==> src/rtl/dreq_pkg.sv <==
package dreq_pkg;
  typedef enum logic [1:0] {
    MODE_HS   = 2'b00,
    MODE_XHS  = 2'b01,
    MODE_PACE = 2'b10,
    MODE_RSVD = 2'b11
  } hs_mode_e;

  typedef enum logic [1:0] {
    ST_IDLE   = 2'd0,
    ST_ARB    = 2'd1,
    ST_ACCESS = 2'd2,
    ST_GRANT  = 2'd3
  } hs_state_e;
endpackage

==> src/rtl/dreq_sync.sv <==
module dreq_sync #(
  parameter int STAGES = 2
) (
  input  logic clk,
  input  logic rst_n,
  input  logic din,
  output logic dout
);
  logic [STAGES-1:0] pipe_q;

  generate
    for (genvar i = 0; i < STAGES; i++) begin : g_stage
      if (i == 0) begin : g_first
        always_ff @(posedge clk or negedge rst_n) begin
          if (!rst_n) pipe_q[0] <= 1'b0;
          else        pipe_q[0] <= din;
        end
      end else begin : g_next
        always_ff @(posedge clk or negedge rst_n) begin
          if (!rst_n) pipe_q[i] <= 1'b0;
          else        pipe_q[i] <= pipe_q[i-1];
        end
      end
    end
  endgenerate

  assign dout = pipe_q[STAGES-1];
endmodule

==> src/rtl/dreq_wait_cnt.sv <==
module dreq_wait_cnt #(
  parameter int WAIT_W = 3
) (
  input  logic              clk,
  input  logic              rst_n,
  input  logic              load,
  input  logic              dec,
  input  logic [WAIT_W-1:0] load_val,
  output logic              zero
);
  localparam logic [WAIT_W-1:0] ONE = WAIT_W'(1);

  logic [WAIT_W-1:0] cnt_q, cnt_d;
  logic              cnt_en;

  assign cnt_en = load | dec;

  always_comb begin
    cnt_d = cnt_q;
    if (load)     cnt_d = load_val;
    else if (dec) cnt_d = cnt_q - ONE;
  end

  always_ff @(posedge clk or negedge rst_n) begin
    if (!rst_n)      cnt_q <= '0;
    else if (cnt_en) cnt_q <= cnt_d;
  end

  assign zero = (cnt_q == '0);
endmodule

==> src/rtl/dreq_fsm.sv <==
module dreq_fsm
  import dreq_pkg::*;
(
  input  logic       clk,
  input  logic       rst_n,
  input  logic       chan_en,
  input  logic [1:0] mode_cfg,
  input  logic       dir_cfg,
  input  logic       req_s,
  input  logic       bus_own,
  input  logic       mem_ack,
  input  logic       cnt_zero,
  output logic       cnt_load,
  output logic       cnt_dec,
  output logic       gnt_act,
  output logic       breq_act,
  output logic       sel_act,
  output logic       rd_act,
  output logic       wr_act
);
  hs_state_e state_q, state_d;
  hs_mode_e  mode_q;
  logic      dir_q;
  logic      accept;
  logic      acc_done;

  assign accept   = (state_q == ST_IDLE) && chan_en && req_s &&
                    (hs_mode_e'(mode_cfg) != MODE_RSVD);
  assign acc_done = cnt_zero && mem_ack;

  always_comb begin
    state_d  = state_q;
    cnt_load = 1'b0;
    unique case (state_q)
      ST_IDLE:   if (accept) state_d = ST_ARB;
      ST_ARB: begin
        if (bus_own) begin
          if (mode_q == MODE_HS) begin
            state_d = ST_GRANT;
          end else begin
            state_d  = ST_ACCESS;
            cnt_load = 1'b1;
          end
        end
      end
      ST_ACCESS: begin
        if (acc_done) begin
          if (mode_q == MODE_XHS) state_d = ST_GRANT;
          else if (!req_s)        state_d = ST_IDLE;
        end
      end
      ST_GRANT:  if (!req_s) state_d = ST_IDLE;
      default:   state_d = ST_IDLE;
    endcase
  end

  assign cnt_dec = (state_q == ST_ACCESS) && !cnt_zero;

  always_ff @(posedge clk or negedge rst_n) begin
    if (!rst_n) state_q <= ST_IDLE;
    else        state_q <= state_d;
  end

  always_ff @(posedge clk or negedge rst_n) begin
    if (!rst_n) begin
      mode_q <= MODE_HS;
      dir_q  <= 1'b0;
    end else if (accept) begin
      mode_q <= hs_mode_e'(mode_cfg);
      dir_q  <= dir_cfg;
    end
  end

  assign breq_act = (state_q != ST_IDLE);
  assign sel_act  = (state_q == ST_ACCESS);
  assign rd_act   = sel_act && !dir_q;
  assign wr_act   = sel_act && dir_q;
  assign gnt_act  = (state_q == ST_GRANT) ||
                    (sel_act && (mode_q == MODE_XHS));
endmodule

==> src/rtl/dreq_hs_ctrl.sv <==
module dreq_hs_ctrl #(
  parameter int WAIT_W      = 3,
  parameter int SYNC_STAGES = 2
) (
  input  logic              clk,
  input  logic              rst_n,
  input  logic              chan_en,
  input  logic [1:0]        mode_cfg,
  input  logic              dir_cfg,
  input  logic [WAIT_W-1:0] wait_cfg,
  input  logic              dev_req_n,
  output logic              dev_gnt_n,
  output logic              bus_req,
  input  logic              bus_own,
  input  logic              mem_ack,
  output logic              mem_sel_n,
  output logic              rd_n,
  output logic              wr_n
);
  logic req_s;
  logic cnt_load, cnt_dec, cnt_zero;
  logic gnt_act, breq_act, sel_act, rd_act, wr_act;

  dreq_sync #(.STAGES(SYNC_STAGES)) u_sync (
    .clk  (clk),
    .rst_n(rst_n),
    .din  (~dev_req_n),
    .dout (req_s)
  );

  dreq_wait_cnt #(.WAIT_W(WAIT_W)) u_wait (
    .clk     (clk),
    .rst_n   (rst_n),
    .load    (cnt_load),
    .dec     (cnt_dec),
    .load_val(wait_cfg),
    .zero    (cnt_zero)
  );

  dreq_fsm u_fsm (
    .clk     (clk),
    .rst_n   (rst_n),
    .chan_en (chan_en),
    .mode_cfg(mode_cfg),
    .dir_cfg (dir_cfg),
    .req_s   (req_s),
    .bus_own (bus_own),
    .mem_ack (mem_ack),
    .cnt_zero(cnt_zero),
    .cnt_load(cnt_load),
    .cnt_dec (cnt_dec),
    .gnt_act (gnt_act),
    .breq_act(breq_act),
    .sel_act (sel_act),
    .rd_act  (rd_act),
    .wr_act  (wr_act)
  );

  assign dev_gnt_n = ~gnt_act;
  assign bus_req   = breq_act;
  assign mem_sel_n = ~sel_act;
  assign rd_n      = ~rd_act;
  assign wr_n      = ~wr_act;
endmodule

==> config.mk <==
export PLATFORM = sky130hd
export DESIGN_NAME = dreq_hs_ctrl
export DESIGN_NICKNAME = d
export VERILOG_FILES = /design/src/rtl/dreq_pkg.sv /design/src/rtl/dreq_sync.sv /design/src/rtl/dreq_wait_cnt.sv /design/src/rtl/dreq_fsm.sv /design/src/rtl/dreq_hs_ctrl.sv
export SDC_FILE = /design/constraint.sdc
export NUM_CORES = 1
export LEC_CHECK = 0
export ABC_AREA = 0
export CORE_MARGIN = 5
export CORE_UTILIZATION = 41
export CTS_BUF_LIST = sky130_fd_sc_hd__clkbuf_8
export DETAILED_ROUTE_END_ITERATION = 8
export MAX_ROUTING_LAYER = met4
export PLACE_DENSITY = 0.71
export SKIP_LAST_GASP = 1
export SLEW_MARGIN = 0
export SYNTH_ARGS = -nofsm -noshare
export SYNTH_HDL_FRONTEND = slang
export SYNTH_HIERARCHICAL = 1
export SYNTH_SLANG_ARGS = --single-unit
==> constraint.sdc <==
create_clock -name clk -period 2.61 [get_ports clk]
set_input_delay 0.261 -clock clk [delete_from_list [all_inputs] [get_ports clk]]
set_output_delay 0.261 -clock clk [all_outputs]
set_load 0.02 [all_outputs]
# Word-level counts from Yosys, hierarchy flattened
# Index checks and enable logic that the tools add are counted.
totals:
  in_bits: 12
  out_inout_bits: 5
  regBits: 10
op_classes:
  mux: 12
  n_eq_ne: 8
  addsub: 1
  bitwise: 6
  n_reduce_logical: 18
ops:
  columns: ["operator", "n"]
  rows:
  - ["2-to-1 mux 2 bit", 5]
  - ["logical AND 1 bit", 8]
  - ["case mux 2 bit (4 select lines)", 1]
  - ["2-to-1 mux 3 bit", 2]
  - ["NOT 1 bit", 5]
  - ["== test 2 x 1 -> 1 bit, second input constant", 2]
  - ["== test 2 bit, second input constant", 2]
  - ["logical NOT 2 bit", 2]
  - ["2-to-1 mux 1 bit", 4]
  - ["inequality test 2 x 1 -> 1 bit, second input constant", 2]
  - ["inequality test 2 bit, second input constant", 2]
  - ["nonzero test 2 bit", 2]
  - ["logical NOT 3 bit", 1]
  - ["AND reduction 3 bit", 1]
  - ["subtractor 3 x 1 -> 3 bit, second input constant", 1]
  - ["logical NOT 1 bit", 2]
  - ["AND reduction 2 bit", 1]
  - ["logical OR 1 bit", 1]
  - ["OR 1 bit", 1]

# Logic depth before layout (Yosys ltp)
# Gate-level depths: netlist of run 1.
logic_depth:
  depth_word: 6
  mapped_depth: 7

# Cells and area by module
# The synthesis of run 1 kept the hierarchy.
modules_own_cells:
  columns: ["module", "instances", "seq_area_each_um2", "cells_per_inst", "area_each_um2"]
  rows:
  - ["dreq_fsm", 1, 125.1, 41, 336.6]
  - ["dreq_wait_cnt", 1, 75.1, 19, 181.4]
  - ["dreq_sync", 1, 50.0, 2, 50.0]
  - ["dreq_hs_ctrl", 1, 0.0, 5, 18.8]

# Least setup slack after synthesis of run 1
# Ideal clock, no wire load.
synth_path:
  path_type: "register to register"
  start: "register u_wait.cnt_q[0]"
  end: "register u_wait.cnt_q[2]"
  n_path_buf: 0
  required_ns: 2.518
  path_stages_with_launch: 7
  path_slack_ns: 1.260
  arrival_time_ns: 1.258
  synth_period_minus_slack_ns: 1.350
  path_cell_list: "dfrtp_1 inv_1 ha_1 ha_1 nor2_1 nor2_1 o31ai_2"
synth_via:
  elab_chain_len: 5
synth_rtl:
  columns: ["item", "line", "source"]
  rows:
  - ["from (decl)", "dreq_wait_cnt.sv:13", "logic [WAIT_W-1:0] cnt_q, cnt_d;"]
  - ["from (signal assigned)", "dreq_wait_cnt.sv:26", "else if (cnt_en) cnt_q <= cnt_d;"]
  - ["logical NOT 3 bit (*)", "dreq_wait_cnt.sv:29", "assign zero = (cnt_q == '0);"]
  - ["named net cnt_zero", "dreq_hs_ctrl.sv:21", "logic cnt_load, cnt_dec, cnt_zero;"]
  - ["logical NOT 1 bit (*)", "dreq_fsm.sv:57", "assign cnt_dec = (state_q == ST_ACCESS) && !cnt_zero;"]
  - ["logical AND 1 bit (*)", "dreq_fsm.sv:57", null]
  - ["named net cnt_dec", "dreq_hs_ctrl.sv:21", null]
  - ["nonzero test 2 bit (no line) or OR 1 bit (tied branches)", null, null]
  - ["AND reduction 2 bit (no line) (*)", null, null]
# Mark *: on every way through the listed nets, which the timed path passes. The rest lies on a longest branch. The select of a mux whose other input is x is not followed.
# A chain may end at the register's enable or synchronous reset.

# Worst setup path after layout of run 1
layout_path:
  start: "register u_fsm.state_q[0]"
  end: "output wr_n"
layout_via:
  elab_chain_len: 3
layout_rtl:
  columns: ["item", "line", "source"]
  rows:
  - ["from (decl)", "dreq_fsm.sv:21", "hs_state_e state_q, state_d;"]
  - ["from (signal assigned)", "dreq_fsm.sv:61", "else state_q <= state_d;"]
  - ["== test 2 bit", "dreq_fsm.sv:75", "assign sel_act = (state_q == ST_ACCESS);"]
  - ["named net sel_act", "dreq_hs_ctrl.sv:22", "logic gnt_act, breq_act, sel_act, rd_act, wr_act;"]
  - ["logical AND 1 bit", "dreq_fsm.sv:77", "assign wr_act = sel_act && dir_q;"]
  - ["named net wr_act", "dreq_hs_ctrl.sv:22", null]
  - ["NOT 1 bit", "dreq_hs_ctrl.sv:63", "assign wr_n = ~wr_act;"]
  - ["to (decl)", "dreq_hs_ctrl.sv:18", "output logic wr_n"]
# The timed path passes the listed nets, and every way through them passes these cells.

==> results.yml, run 1 <==
critical_path:
  path_class: "reg -> out"
  setup.worst_path.end: "wr_n"
  crit_path_start_kind: "flop"
  crit_path_end_kind: "output port"
  path_max_fanout: 11
  rrSetupSlack_ns: 1.09
  rr_startpoint: "u_fsm/state_q[1]"
  cp.arrival_ns: 1.77
  setup.worst_path.start: "u_fsm/state_q[0]"
  worstReg2RegEnd: "u_fsm/dir_q"
  reg2reg_depth: 3
  cp.required_ns: 2.35
floorplan:
  die_h_um: 47.8
  initial_core_util: 0.440
  die_area_um2: 2290
  num_rows: 13
  ios: 17
  die_w_um: 47.8
  coreArea_um2: 1330
yosys:
  muxShareOfSynthArea: 0.0192
  ys_warn_count: 6
  synth-xor-area-share: 0.0149
  synthSimpleGateAreaFrac: 0.228
  syn_inst: 67
  dominantRegCellSynth: "dfrtp_1"
  synth_top_family_by_area: "simple AND/OR/NAND/NOR gates"
  synth_cell_types: 27
  synth_edf_count: 0
  syn-cell-area_um2: 587
  syn_avg_cell_area_um2: 8.76
  synth_adder_area_share: 0.0426
  ys_ff_latch: 10
  synthArstFlopShare: 1.00
  synth_nets: 81
  synth_compound_area_frac: 0.196
  yosysSeqAreaShare: 0.426
power:
  seqPwrFrac: 0.320
  p_sw_mw: 0.263
  internal-power_mw: 0.528
  switching_share: 0.332
  pwr_density_cell_nw_per_um2: 973
  leakagePower_nw: 0.359
  combPwrFrac: 0.441
  ir_drop_uv: 526
  p_clk_frac: 0.240
place:
  gp_congestion: 0.818
  dp_hpwl_um: 851
  portBuffers: 16
  dp_slack_ns: 0.826
timing:
  setup_tns_ns: 0
  finalMaxSlewViolations: 0
  layout_setup_ws_ns: 0.575
  setup_violations: 0
  min_period_over_period: 0.780
  whs_ns: 0.343
  finClkSkew_ns: 0.00430
  min_period_ns: 2.03
  relSlewSlack: 0.699
  rsz0062_at_grt: "no"
  max_freq_ghz: 0.491
  worst_pin_slew_ns: 0.450
  hold_viol: 0
layout:
  syn_to_final_growth_pct: 38.4
  final_cell_mix: "clkdlybuf4s50_1, nor2_1, dfrtp_1"
  multiInputGateArea_um2: 294
  insertedDiodeCount: 0
  nets: 100
  fill_cells: 111
  layout_commonest_cell: "clkdlybuf4s50_1"
  drive_gt1_frac: 0.106
  seq_area_um2: 250
route:
  wl_per_cell_um: 10.5
  dr.pass1.iters: 4
  vias: 485
  initialDrtViolationCount: 17
  via_per_inst: 4.85
  wirelength_um: 1050
  ant_nets: 0
  drc: 0
cts:
  cts_buffer_depth: 2
  post-cts-setup-buffers: 0
  cts_root_buf: "clkbuf_8"
  cts_tree: "built"
  htree_num_levels: 1
  cts_hold_buf: 0
  clk_latency_ns: 0.23
  numCtsBuffers: 3
  clk_pin_slew_ns: 0.05
  clock_sinks: 10
  cts.repair.resized: 0
global_routing:
  grt_max_degree: 13
  overflow: 0
  grt_use_total: 0.113
  grt_pass1_vias: 437
  antenna_found_initial: 0
  grt_pass1_wl_um: 1740
hold_path:
  hp-class: "in -> async"
outcome:
  status: "finished, final reports clean"
run:
  cap_violations: 0
-- through the flow --
step	total power, mW	instance area [um^2]	std cells	utilization
after floorplan	0.489	587	67	-
after global placement	0.607	757	96	0.568
after detailed placement	0.607	757	96	0.568
after CTS	0.802	812	100	0.609
after global routing	0.858	812	100	0.609
final	0.790	812	100	0.609
-- sequential cells by signal (all words and copies together), names as in the netlist --
signal and cells:
u_wait/cnt_q 3, u_fsm/mode_q 2, u_fsm/state_q 2, u_fsm/dir_q 1, u_sync/pipe_q 1, u_sync/dout 1
-- worst min-delay path by stage --
stage                     depth (start not counted)              from               to  slack, ns
after global placement                            0  u_sync/pipe_q[0]      u_sync/dout       0.33
after floorplan                                   0             rst_n      u_fsm/dir_q      -0.03
final                                             1             rst_n  u_wait/cnt_q[2]       0.34
after detailed placement                          0  u_sync/pipe_q[0]      u_sync/dout       0.34
after CTS                                         1             rst_n  u_wait/cnt_q[1]       0.35
after global routing                              0  u_sync/pipe_q[0]      u_sync/dout       0.36
-- cell usage after synthesis (2+ instances only) --
cell	instances	area (um^2)
nand2_1	6	22.5
o31ai_2	2	25.0
and2_1	3	18.8
inv_1	9	33.8
nand2b_1	2	12.5
o21a_1	2	15.0
o22a_1	2	17.5
dfrtp_1	10	250
a21oi_1	3	15.0
ha_1	2	25.0
nor2_1	10	37.5
-- kinds of logic (layout without fill, tap and decap cells) --
| family | Yosys count | after routing |
|---|---|---|
| buf+inv | 11 | 29 |
| xor+xnor | 1 | 1 |
| mux | 1 | 1 |
| fa+ha+maj | 2 | 2 |
| simple gates | 27 | 27 |
| flops | 10 | 10 |
| compound gates | 15 | 15 |
-- power groups by stage --
stage                     combinational (mW)  clock [mW]  sequential [mW]
after CTS                              0.355       0.194            0.253
after detailed placement               0.352           0            0.255
final                                  0.348       0.189            0.253
after global placement                 0.352           0            0.256
after global routing                   0.389       0.206            0.263
after floorplan                        0.248           0            0.241
-- critical path, stage by stage, from the launching register on --
cell and delay [ns]:
dfrtp_1 0.49, nand2b_1 0.20, inv_1 0.08, and2_1 0.15
inv_1 0.04, clkdlybuf4s50_1 0.59
-- final cells by class --
| type | instances | area share |
|---|---|---|
| Clock buffer | 4 | 0.0678 |
| Inverter | 9 | 0.0416 |
| Timing Repair Buffer | 16 | 0.197 |
| Sequential cell | 10 | 0.308 |
| Tap cell | 15 | 0.0231 |
| Multi-Input combinational cell | 46 | 0.362 |
-- layer usage --
metal  vias to the layer above  part of all wire  track usage  routed length (um)
met5                         -                 0            -                   0
met4                         0             0.016       0.0484                  17
met1                       209              0.46        0.141                 486
met3                         2             0.074       0.0338                  78
met2                        15              0.45        0.169                 469
li1                        259                 -            -                   -
No activity file was read; power rests on OpenSTA's default activity.
==> inputs of run 2 (changes only) <==
--- a/config.mk
+++ b/config.mk
@@ -11,7 +11,7 @@
 export CTS_BUF_LIST = sky130_fd_sc_hd__clkbuf_8
 export DETAILED_ROUTE_END_ITERATION = 8
 export MAX_ROUTING_LAYER = met4
-export PLACE_DENSITY = 0.71
+export PLACE_DENSITY = 0.73
 export SKIP_LAST_GASP = 1
 export SLEW_MARGIN = 0
 export SYNTH_ARGS = -nofsm -noshare
==> constraint.sdc (replaced) <==
create_clock -name clk -period 1.75 [get_ports clk]
set_input_delay 0.175 -clock clk [delete_from_list [all_inputs] [get_ports clk]]
set_output_delay 0.175 -clock clk [all_outputs]
set_load 0.02 [all_outputs]
==> run 2 against run 1 <==
Net effect:
- final cell count is 2.0% higher
- critical path depth decreased by 1
- clock power rose by 16%
- largest cell class unchanged
- first-iteration DRC count decreased by 53%
- core utilization increased by 0.47 points
- cell area rose by 0.77%
- sequential share of layout area decreased by 0.24 points
- via count increased by 4.9%
- die area stayed put
==> results.yml, run 2 (synthesis results as in run 1) <==
cts:
  cts_root_buf: "clkbuf_8"
  cts_tree: "built"
  cts_hold_buf: 0
  cts_buffer_depth: 2
  numCtsBuffers: 3
  htree_num_levels: 1
  clk_pin_slew_ns: 0.04
  clk_latency_ns: 0.23
  clock_sinks: 10
layout:
  syn_to_final_growth_pct: 39.4
  drive_gt1_frac: 0.126
  layout_commonest_cell: "clkdlybuf4s50_1"
  final_cell_mix: "clkdlybuf4s50_1, nor2_1, dfrtp_1"
  top_regs: "u_wait/cnt_q x3, u_fsm/mode_q x2, u_fsm/state_q x2"
  nets: 103
  regMostFlops: "u_wait/cnt_q"
  largest_register_ffs: 3
  insertedDiodeCount: 0
route:
  wirelength_um: 1190
  ant_nets: 0
  via_per_inst: 4.99
  vias: 509
  initialDrtViolationCount: 8
  drc: 0
  dr.pass1.iters: 4
  wl_per_cell_um: 11.7
floorplan:
  ios: 17
  initial_core_util: 0.440
  die_w_um: 47.8
  die_h_um: 47.8
  coreArea_um2: 1330
  num_rows: 13
  die_area_um2: 2290
run:
  cap_violations: 0
timing:
  max_freq_ghz: 0.608
  relSlewSlack: 0.709
  rsz0062_at_grt: "no"
  min_period_ns: 1.64
  setup_tns_ns: 0
  worst_pin_slew_ns: 0.435
  finClkSkew_ns: 0.00447
  hold_viol: 0
  setup_violations: 0
  finalMaxSlewViolations: 0
  min_period_over_period: 0.939
critical_path:
  path_max_fanout: 4
  cp.arrival_ns: 1.47
  cp.required_ns: 1.57
  setup.worst_path.start: "u_fsm/state_q[0]"
  rr_startpoint: "u_fsm/state_q[1]"
  path_class: "reg -> out"
  reg2reg_depth: 4
  crit_path_start_kind: "flop"
  crit_path_end_kind: "output port"
  worstReg2RegEnd: "u_fsm/dir_q"
  rrSetupSlack_ns: 0.20
global_routing:
  grt_max_degree: 11
  grt_use_total: 0.136
  grt_pass1_wl_um: 2060
  antenna_found_initial: 0
  grt_pass1_vias: 503
  overflow: 0
power:
  leakagePower_nw: 0.366
  ir_drop_uv: 942
  pwr_density_cell_nw_per_um2: 1370
  power.total_mw: 1.12
hold_path:
  hp-class: "in -> async"
place:
  dp_hpwl_um: 977
  gp_congestion: 0.842
  portBuffers: 16
outcome:
  status: "finished, final reports clean"
-- run 2: worst max-delay path, stage by stage (launching register included) --
cell and delay (ns):
dfrtp_1 0.39, nand2b_1 0.18, nor2_1 0.09, inv_1 0.04, clkdlybuf4s50_1 0.53
-- run 2: what timing repair did --
action / CTS / global route
buffers inserted: 0 / 0
gates resized for setup: 2 / 0
setup endpoints to repair: 2 / 0
-- run 2: layout make-up --
class                      instances  area (um^2)
tap                               15         18.8
fill                             115          515
inverter                           9         33.8
multi-input combinational         46          294
sequential                        10          250
clock buffer                       3         41.3
timing repair buffer              19          180
-- run 2: stage by stage --
step / hold WS, ns / area [um^2] / instances / worst slack, ns / utilization
floorplan: -0.121 / 587 / 67 / 0.400 / -
global placement: 0.332 / 779 / 99 / 0.147 / 0.584
detailed placement: 0.344 / 779 / 99 / 0.112 / 0.584
CTS: 0.276 / 818 / 102 / 0.0849 / 0.614
global route: 0.291 / 818 / 102 / 0.0136 / 0.614
finish: 0.259 / 818 / 102 / 0.106 / 0.614
-- run 2: how the worst max path moves through the flow --
stage / to / slack, ns / depth (start not counted)
5_1_grt: mem_sel_n / 0.01 / 4
2_1_floorplan: u_wait/cnt_q[2] / 0.40 / 6
6_report: rd_n / 0.11 / 4
3_5_place_dp: u_fsm/dir_q / 0.11 / 5
3_3_place_gp: u_fsm/dir_q / 0.15 / 5
4_1_cts: mem_sel_n / 0.08 / 4
-- run 2: layer usage --
metal  up-vias  track usage  wire length [um]  share of wire
li1        261            -                 -              -
met1       235        0.151               531           0.45
met2        11        0.235               589           0.49
met3         2       0.0226                64          0.054
met4         0       0.0645                 8         0.0067
met5         -            -                 0              0
-- run 2: report_power, final --
group / internal [mW] / switching, mW
sequential: 0.313 / 0.0671
clock: 0.149 / 0.0707
combinational: 0.268 / 0.257
total: 0.729 / 0.395
==> inputs of run 3 (changes only) <==
--- a/config.mk
+++ b/config.mk
@@ -6,7 +6,7 @@
 export NUM_CORES = 1
 export LEC_CHECK = 0
 export ABC_AREA = 0
-export CORE_MARGIN = 5
+export CORE_MARGIN = 2
 export CORE_UTILIZATION = 41
 export CTS_BUF_LIST = sky130_fd_sc_hd__clkbuf_8
 export DETAILED_ROUTE_END_ITERATION = 8
==> run 3 against run 2 <==
Net effect:
- clock-buffer cell count is 1 higher
- highest routed layer unchanged
- power increased by 3.4%
- hold slack got worse by 0.0099 ns
- via count down 2.0%
- final cell count is 0.98% higher
==> results.yml, run 3 (synthesis results as in run 1) <==
route:
  initialDrtViolationCount: 5
  wl_per_cell_um: 10.2
  wirelength_um: 1050
  drc: 0
  dr.pass1.iters: 4
  via_per_inst: 4.84
  vias: 499
  ant_nets: 0
layout:
  regMostFlops: "u_wait/cnt_q"
  layout_commonest_cell: "clkdlybuf4s50_1"
  final_cell_mix: "clkdlybuf4s50_1, nor2_1, dfrtp_1"
  largest_register_ffs: 3
  insertedDiodeCount: 0
  fill_cells: 120
  nets: 103
  drive_gt1_frac: 0.136
  top_regs: "u_wait/cnt_q x3, u_fsm/mode_q x2, u_fsm/state_q x2"
  syn_to_final_growth_pct: 41.6
cts:
  cts_tree: "built"
  clk_pin_slew_ns: 0.05
  clk_latency_ns: 0.23
  clock_sinks: 10
  numCtsBuffers: 3
  post-cts-setup-buffers: 0
  cts_root_buf: "clkbuf_8"
  htree_num_levels: 1
  cts_buffer_depth: 2
floorplan:
  num_rows: 13
  coreArea_um2: 1320
  ios: 17
  initial_core_util: 0.445
  die_h_um: 41.8
  die_w_um: 41.8
  die_area_um2: 1750
place:
  dp_hpwl_um: 861
  portBuffers: 16
  gp_congestion: 0.739
global_routing:
  grt_pass1_wl_um: 1900
  grt_max_degree: 12
  grt_pass1_vias: 446
  overflow: 0
  antenna_found_initial: 0
  grt_use_total: 0.146
timing:
  finalMaxSlewViolations: 0
  setup_tns_ns: 0
  relSlewSlack: 0.721
  whs_ns: 0.249
  max_freq_ghz: 0.606
  min_period_ns: 1.65
  setup_violations: 0
  rsz0062_at_grt: "no"
  hold_viol: 0
  worst_pin_slew_ns: 0.417
  min_period_over_period: 0.943
  finClkSkew_ns: 0.00192
power:
  pwr_density_cell_nw_per_um2: 1400
  leakagePower_nw: 0.371
  ir_drop_uv: 952
hold_path:
  hp-class: "in -> async"
outcome:
  status: "finished, final reports clean"
critical_path:
  cp.arrival_ns: 1.47
  cp.required_ns: 1.57
  path_class: "reg -> out"
  crit_path_start_kind: "flop"
  path_max_fanout: 4
  crit_path_end_kind: "output port"
run:
  cap_violations: 0
## run 3: final cells by class
type,instances,area [um^2],area share
timing repair buffer,19,179,0.215
inverter,9,33.8,0.0407
tap,15,18.8,0.0226
sequential,10,250,0.301
clock buffer,4,55.1,0.0663
multi-input combinational,46,294,0.354
## run 3: worst paths after layout
path / from / end / slack (ns) / cells after the start
setup / recovery: u_fsm/state_q[0] / rd_n / 0.10 / 4
hold / removal: rst_n / u_fsm/state_q[1] / 0.25 / 1
setup reg to reg: u_fsm/state_q[0] / u_fsm/dir_q / 0.23 / 4
hold reg to reg: u_sync/pipe_q[0] / u_sync/dout / 0.35 / 0
max in group asynchronous: rst_n / u_sync/pipe_q[0] / 1.21 / 1
min in group clk: u_sync/pipe_q[0] / u_sync/dout / 0.35 / 0
## run 3: timing repair
| item | in CTS | in global routing |
|---|---|---|
| hold endpoints to repair | 0 | 0 |
| gates resized for setup | 3 | 0 |
| hold buffers | 0 | 0 |
| endpoints found under the setup margin | 3 | 0 |
## run 3: critical path, stage by stage, from the launching register on
cell and delay, ns:
dfrtp_1 0.40, nand2b_1 0.18, nor2_1 0.10, inv_1 0.04, clkdlybuf4s50_1 0.53
## run 3: per-layer routing
metal / wire (um) / part of all wire / global-route usage
met1: 494 / 0.47 / 0.186
met2: 493 / 0.47 / 0.206
met3: 52 / 0.049 / 0.0348
met4: 12 / 0.011 / 0.0903
met5: 0 / 0 / -
## run 3: report_power, final
group	internal [mW]	switching (mW)	leakage, nW
clock	0.197	0.0794	0.0288
sequential	0.312	0.0587	0.118
combinational	0.262	0.253	0.225
## run 3: through the flow
stage	cell area (um^2)	std cells	total power [mW]	utilization	setup WS (ns)
5_1_grt	831	103	1.25	0.631	0.00964
4_1_cts	831	103	1.18	0.631	0.0778
3_5_place_dp	779	99	0.912	0.592	0.130
3_3_place_gp	779	99	0.907	0.592	0.147
6_report	831	103	1.16	0.631	0.100
2_1_floorplan	587	67	0.729	-	0.400
